`config.mk`:
```
export PLATFORM = sky130hd
export DESIGN_NAME = hd_turnaround_timer
export DESIGN_NICKNAME = d
export VERILOG_FILES = /design/src/rtl/hd_turnaround_timer.sv
export SDC_FILE = /design/constraint.sdc
export NUM_CORES = 1
export LEC_CHECK = 0
export ABC_AREA = 1
export ABC_CLOCK_PERIOD_IN_PS = 1900
export CAP_MARGIN = 5
export CORE_ASPECT_RATIO = 0.9
export CORE_MARGIN = 3
export CORE_UTILIZATION = 45
export CTS_CLUSTER_DIAMETER = 40
export DETAILED_ROUTE_END_ITERATION = 8
export DONT_BUFFER_PORTS = 1
export HOLD_SLACK_MARGIN = 0.1
export PLACE_DENSITY = 0.59
export SLEW_MARGIN = 0
export SYNTH_ARGS = -nofsm -noshare
export SYNTH_HDL_FRONTEND = slang
export SYNTH_SLANG_ARGS = --single-unit
```
`constraint.sdc`:
```
create_clock -name clk -period 1.9 [get_ports clk]
set_input_delay 0.285 -clock clk [delete_from_list [all_inputs] [get_ports clk]]
set_output_delay 0.285 -clock clk [all_outputs]
set_load 0.05 [all_outputs]
```
`src/rtl/hd_turnaround_timer.sv`:
```
module hd_turnaround_timer #(
  parameter int          TICK_CYCLES = 12500,
  parameter logic [7:0]  CFG_INDEX   = 8'h2D,
  parameter logic [2:0]  ENG_BLOCK   = 3'd5,
  parameter logic [2:0]  ENG_ADDR    = 3'd1,
  parameter logic [7:0]  RESET_VALUE = 8'h03
) (
  input  logic       clk,
  input  logic       por_n,
  input  logic       soft_rst,
  input  logic       cfg_mode,
  input  logic [7:0] cfg_index,
  input  logic       cfg_we,
  input  logic [7:0] cfg_wdata,
  input  logic [2:0] eng_block,
  input  logic [2:0] eng_addr,
  input  logic       eng_we,
  input  logic [7:0] eng_wdata,
  input  logic       start,
  output logic [7:0] value,
  output logic       busy,
  output logic       done
);

  localparam int PW = (TICK_CYCLES > 1) ? $clog2(TICK_CYCLES) : 1;
  localparam logic [PW-1:0] PRE_LAST = PW'(TICK_CYCLES - 1);

  logic          cfg_hit, eng_hit, tick, go;
  logic [PW-1:0] pre;
  logic [7:0]    cnt;

  assign cfg_hit = cfg_mode && cfg_we && (cfg_index == CFG_INDEX);
  assign eng_hit = eng_we && (eng_block == ENG_BLOCK) && (eng_addr == ENG_ADDR);
  assign tick    = busy && (pre == PRE_LAST);
  assign go      = start && !soft_rst;

  // shared storage: configuration port wins a same-cycle collision
  always_ff @(posedge clk or negedge por_n) begin
    if (!por_n)       value <= RESET_VALUE;
    else if (cfg_hit) value <= cfg_wdata;
    else if (eng_hit) value <= eng_wdata;
  end

  always_ff @(posedge clk or negedge por_n) begin
    if (!por_n)                    pre <= '0;
    else if (soft_rst || start)    pre <= '0;
    else if (busy)                 pre <= tick ? '0 : pre + 1'b1;
  end

  always_ff @(posedge clk or negedge por_n) begin
    if (!por_n) begin
      cnt  <= '0;
      busy <= 1'b0;
      done <= 1'b0;
    end else if (soft_rst) begin
      cnt  <= '0;
      busy <= 1'b0;
      done <= 1'b0;
    end else if (go) begin
      cnt  <= value;
      busy <= (value != 8'd0);
      done <= (value == 8'd0);
    end else if (tick) begin
      cnt  <= cnt - 1'b1;
      busy <= (cnt != 8'd1);
      done <= (cnt == 8'd1);
    end else begin
      done <= 1'b0;
    end
  end

  a_r4_hold_without_write: assert property (@(posedge clk) disable iff (!por_n)
    (!cfg_hit && !eng_hit) |=> $stable(value));

  a_r5_cfg_wins: assert property (@(posedge clk) disable iff (!por_n)
    (cfg_hit && eng_hit) |=> (value == $past(cfg_wdata)));

  a_r6_done_one_cycle: assert property (@(posedge clk) disable iff (!por_n)
    done |=> !done);

  a_r6_done_not_busy: assert property (@(posedge clk) disable iff (!por_n)
    done |-> !busy);

  a_r6_start_raises_busy: assert property (@(posedge clk) disable iff (!por_n)
    (go && value != 8'd0) |=> (busy && !done));

  a_r7_zero_immediate: assert property (@(posedge clk) disable iff (!por_n)
    (go && value == 8'd0) |=> (done && !busy));

  a_r9_soft_abort: assert property (@(posedge clk) disable iff (!por_n)
    soft_rst |=> (!busy && !done));

endmodule

```
==> Yosys cells after proc, flatten, opt, wreduce, memory -nomap -nowiden <==
Index checks and enable logic that the tools add are counted.
{ "word_totals": {"elab_cells": 40, "in_bits": 37, "out_inout_bits": 10, "ff_bits": 32} }
{ "op_classes": {"mux": 14, "eq_ne": 6, "addsub": 2, "reduce_logical": 13} }
{ "ops": {"columns": ["cell", "count"], "rows": [
  ["2-to-1 mux 14 bit", 3],
  ["2-to-1 mux 8 bit", 5],
  ["adder 14 x 1 -> 14 bit (second input constant)", 1],
  ["equality test 14 bit (second input constant)", 1],
  ["equality test 8 x 1 -> 1 bit (second input constant)", 1],
  ["equality test 8 x 6 -> 1 bit (second input constant)", 1],
  ["zero test 8 bit", 1],
  ["!= test 8 x 1 -> 1 bit (second input constant)", 1],
  ["nonzero test 8 bit", 1],
  ["subtractor 8 x 1 -> 8 bit (second input constant)", 1],
  ["logical AND 1 bit", 6],
  ["2-to-1 mux 1 bit", 6],
  ["nonzero test 2 bit", 2],
  ["equality test 3 x 1 -> 1 bit (second input constant)", 1],
  ["equality test 3 bit (second input constant)", 1],
  ["nonzero test 3 bit", 1],
  ["zero test 1 bit", 1],
  ["logical OR 1 bit", 1]
]} }

==> Depth between registers and ports, before layout <==
{ "logic_depth": {"ltp_word": 5, "mapped_depth": 11, "depth_no_buf": 11} }

==> Worst setup path before layout <==
OpenSTA, ideal clock, no wires.
{ "synth_path": {"path_kind": "reg-to-reg", "start": "reg busy", "end": "reg cnt[0]", "t_arrival_ns": 1.390, "setup_slack_ns": 0.383, "period_less_slack_ns": 1.517, "stages_incl_launch_ff": 9, "required_time_ns": 1.773, "setup_ns": 0.127, "n_path_buf": 1, "path_cell_list": "dfrtp_1 nand2_1 inv_1 nand2_1 nor2_4 nand2_4 nand2_8 buf_8 o21ai_0"} }
{ "synth_via": {"elab_chain_cells": 2} }
{ "synth_rtl": {"columns": ["element", "line_no", "rtl"], "rows": [
  ["start: declaration", "21", "output logic busy,"],
  ["start signal: assignment", "61", "busy <= (value != 8'd0);"],
  ["start signal: assignment", "65", "busy <= (cnt != 8'd1);"],
  ["logical AND 1 bit", "34", "assign tick = busy && (pre == PRE_LAST);"],
  ["nonzero test 3 bit (no line)", null, null],
  ["end signal: assignment", "60", "cnt <= value;"],
  ["end signal: assignment", "64", "cnt <= cnt - 1'b1;"],
  ["end: declaration", "30", "logic [7:0] cnt;"]
]} }
No other way between the ends.
A chain may end at the register's enable or synchronous reset.

==> Final worst setup path <==
{ "layout_path": {"start": "reg pre[1]", "end": "reg cnt[4]"} }
{ "layout_via": {"elab_chain_cells": 3} }
{ "layout_rtl": {"columns": ["element", "line_no", "rtl"], "rows": [
  ["start: declaration", "29", "logic [PW-1:0] pre;"],
  ["start signal: assignment", "47", "else if (busy) pre <= tick ? '0 : pre + 1'b1;"],
  ["equality test 14 bit", "34", null],
  ["logical AND 1 bit", "34", null],
  ["nonzero test 3 bit (no line)", null, null]
]} }
No other way between the ends.

==> impl_metrics.ini <==
[final_layout]
syn_to_final_growth_pct = 10.8
instances_no_fill = 396
drive_above_1_share_pct = 9.58
multiInputGateArea_um2 = 1160
seqCellArea_um2 = 803
n_fill_cell = 491
antenna_cells = 0
finalInstanceArea_um2 = 2390
finalNetCount = 373

[route]
route.met3.wl_um = 352
wl_mm = 5.26
dr.max_layer_used = met4
drcViolationCount = 0
initialDrtViolationCount = 101
met1_length_mm = 2.28
ant_nets = 0
route.met2.wl_mm = 2.53
first_pass_iters = 4
vias = 2032
routed_via_density = 5.13
routedWlPerCell_um = 13.3

[timing]
finalSetupTns_ps = 0
fin_crit_ps = 1570
slew_headroom_pct = 62.6
fmax_mhz = 635
worst_pin_slew_ps = 561
fin_ws_ps = 325
maxSlewViolCount = 0
fin_skew_ps = 4.55
rsz0062_at_grt = false
setup_violations = 0
hold_viol_final = 0
timing.final.crit_share_pct = 82.9

[cts]
insertion_delay_ps = 290
cts_max_level = 2
clock_path_buffers = 2
path_clk_slew_ps = 70
ctsHoldBuffers = 2
post-cts-setup-buffers = 0
cts.sinks = 32
cts_tree = yes
cts-resized-gates = 0
cts-root-buf = clkbuf_8
numCtsBuffers = 5

[place]
dpl_cell_area_um2 = 2270
pre_cts_ws_ps = 349
port_buffers = 0
routabilityCongestion = 0.922
hpwl_mm = 4.14
dp_cells = 386

[floorplanning]
die_h_um = 71.7
core_area_um2 = 4550
fp.dieW_um = 79
rows = 23
start_util_pct = 47.5
pin_count = 47
dieArea_um2 = 5660

[grt]
grt_antenna_before_repair = 0
grt_pass1_wl_mm = 8.98
grt_start_max_net_pins = 33
grt_overflow = 0
grt_pass1_vias = 1946
grt_use_total_pct = 20.6

[flow_run]
drv_cap = 0

[critical_path]
crit_arrival_ps = 1760
critPathLaunchType = register
reg2reg_to = cnt[4]
critPathKind = reg -> reg
reg2reg_slack_ps = 330
critPathCaptureType = register
r2r.worst_path.cells = 10
crit_required_ps = 2090
cp_max_fo = 15
reg2reg_from = pre[1]

[hold_path]
hold_end = done
hold_class = in -> reg
hold_depth = 3
min_from = soft_rst

[yosys]
yosysSeqAreaShare_pct = 37.2
ys_warn_count = 0
synth_top_family_by_area = simple AND/OR/NAND/NOR gates
yosys.area_share.simple_pct = 44.3
muxShareOfSynthArea_pct = 0
ys_ff_latch = 32
syn_inst = 319
syn_avg_cell_area_um2 = 6.77
syn_area_um2 = 2160
synth.distinct_cells = 29
synth_compound_area_share_pct = 5.97
syn_nets = 359
yosys.area_share.xor_xnor_pct = 1.62
synthAdderAreaFrac_pct = 1.74

[pwr]
p_per_area_nw_per_um2 = 724
p_leak_nw = 1.21
worst_ir_drop_vdd_mv = 0.501

[outcome]
status = finished, final reports clean
[worst max path at each step]
stage | startpoint | to | cells past startpoint
2_1_floorplan | busy | cnt[0] | 8
3_3_place_gp | pre[0] | busy | 10
3_5_place_dp | pre[0] | busy | 10
4_1_cts | pre[1] | pre[1] | 10
5_1_grt | pre[1] | cnt[2] | 9
6_report | pre[1] | cnt[4] | 10
[synthesized netlist by cell type]
cell type,n,area [um^2]
nor2_2,6,37.5
o31ai_1,1,7.51
nand3b_1,1,7.51
inv_1,45,169
nor3b_1,1,7.51
nand3_1,23,115
nor2_4,2,22.5
nand2_8,1,20.0
buf_8,1,15.0
xor2_1,2,17.5
nand2_4,2,22.5
a21oi_1,6,30.0
nor3_1,6,30.0
a32oi_1,1,8.76
o21ai_0,8,40.0
ha_1,3,37.5
dfstp_2,2,52.6
dfrtp_1,30,751
nor3_4,1,16.3
nand4_1,18,113
nand2_1,111,417
nand3_4,1,17.5
buf_2,1,5.00
o21ai_1,4,20.0
o21bai_1,2,15.0
o211ai_1,1,7.51
nor2_1,35,131
xnor2_1,2,17.5
inv_2,2,7.51
[worst max-delay path, stage by stage, from the launching register on]
cell,delay [ps]
dfrtp_1,390
ha_1,260
inv_2,80
nor2_2,70
nand2_1,60
nor2_2,150
nand2_4,100
nand2_8,120
inv_1,100
nand2_1,70
nand2_1,50
[where the power goes]
part           switching [mW]  internal, mW  total, mW
clock                   0.256         0.294      0.550
combinational           0.249         0.114      0.363
sequential             0.0826         0.736      0.819
[per-layer routing]
layer / GRT usage [%] / up-vias
li1: - / 1043
met1: 26.2 / 921
met2: 33.0 / 58
met3: 5.90 / 10
met4: 8.78 / 0
met5: 0 / -
[per-stage QoR]
step	hold WS (ps)	utilization [%]	power [mW]
floorplan	-10.6	-	1.09
global placement	-9.90	49.9	1.17
detailed placement	-9.66	49.9	1.18
CTS	174	52.6	1.76
global route	189	52.6	1.84
finish	179	52.6	1.73
[layout make-up]
| cell class | instances | area share, % |
|---|---|---|
| multi-input combinational | 238 | 48.4 |
| inverter | 47 | 7.37 |
| tap | 62 | 3.24 |
| clock buffer | 7 | 3.61 |
| timing repair buffer | 9 | 3.45 |
| clock inverter | 1 | 0.314 |
| sequential | 32 | 33.6 |
[cell families (layout without fill, tap and decap cells)]
kind of cell | count (synthesis) | after routing
AOI/OAI and AO/OA | 23 | 23
xor gates and xnor gates | 4 | 4
adders and majority gates | 3 | 3
buffers and inverters | 49 | 64
DFF | 32 | 32
and+or+nand+nor | 208 | 208
[cell usage in the layout (no fill, tap or decap), types with 2 or more instances in the layout]
cell type	netlist	layout
nand4_1	18	18
o21ai_0	8	8
o21bai_1	2	2
inv_1	45	45
nor2_4	2	2
inv_2	2	2
nand3_1	23	23
a21oi_1	6	6
buf_4	0	7
nor2_1	35	35
dfrtp_1	30	30
nand2_1	111	111
clkbuf_8	0	6
nor2_2	6	6
ha_1	3	3
nand2_4	2	2
xnor2_1	2	2
nor3_1	6	6
o21ai_1	4	4
dfstp_2	2	2
xor2_1	2	2
[sequential cells by signal (all words and copies together) (netlist names)]
name / flops
busy: 1
cnt: 8
done: 1
pre: 14
value: 8
Power figures use the tool's default switching activity.
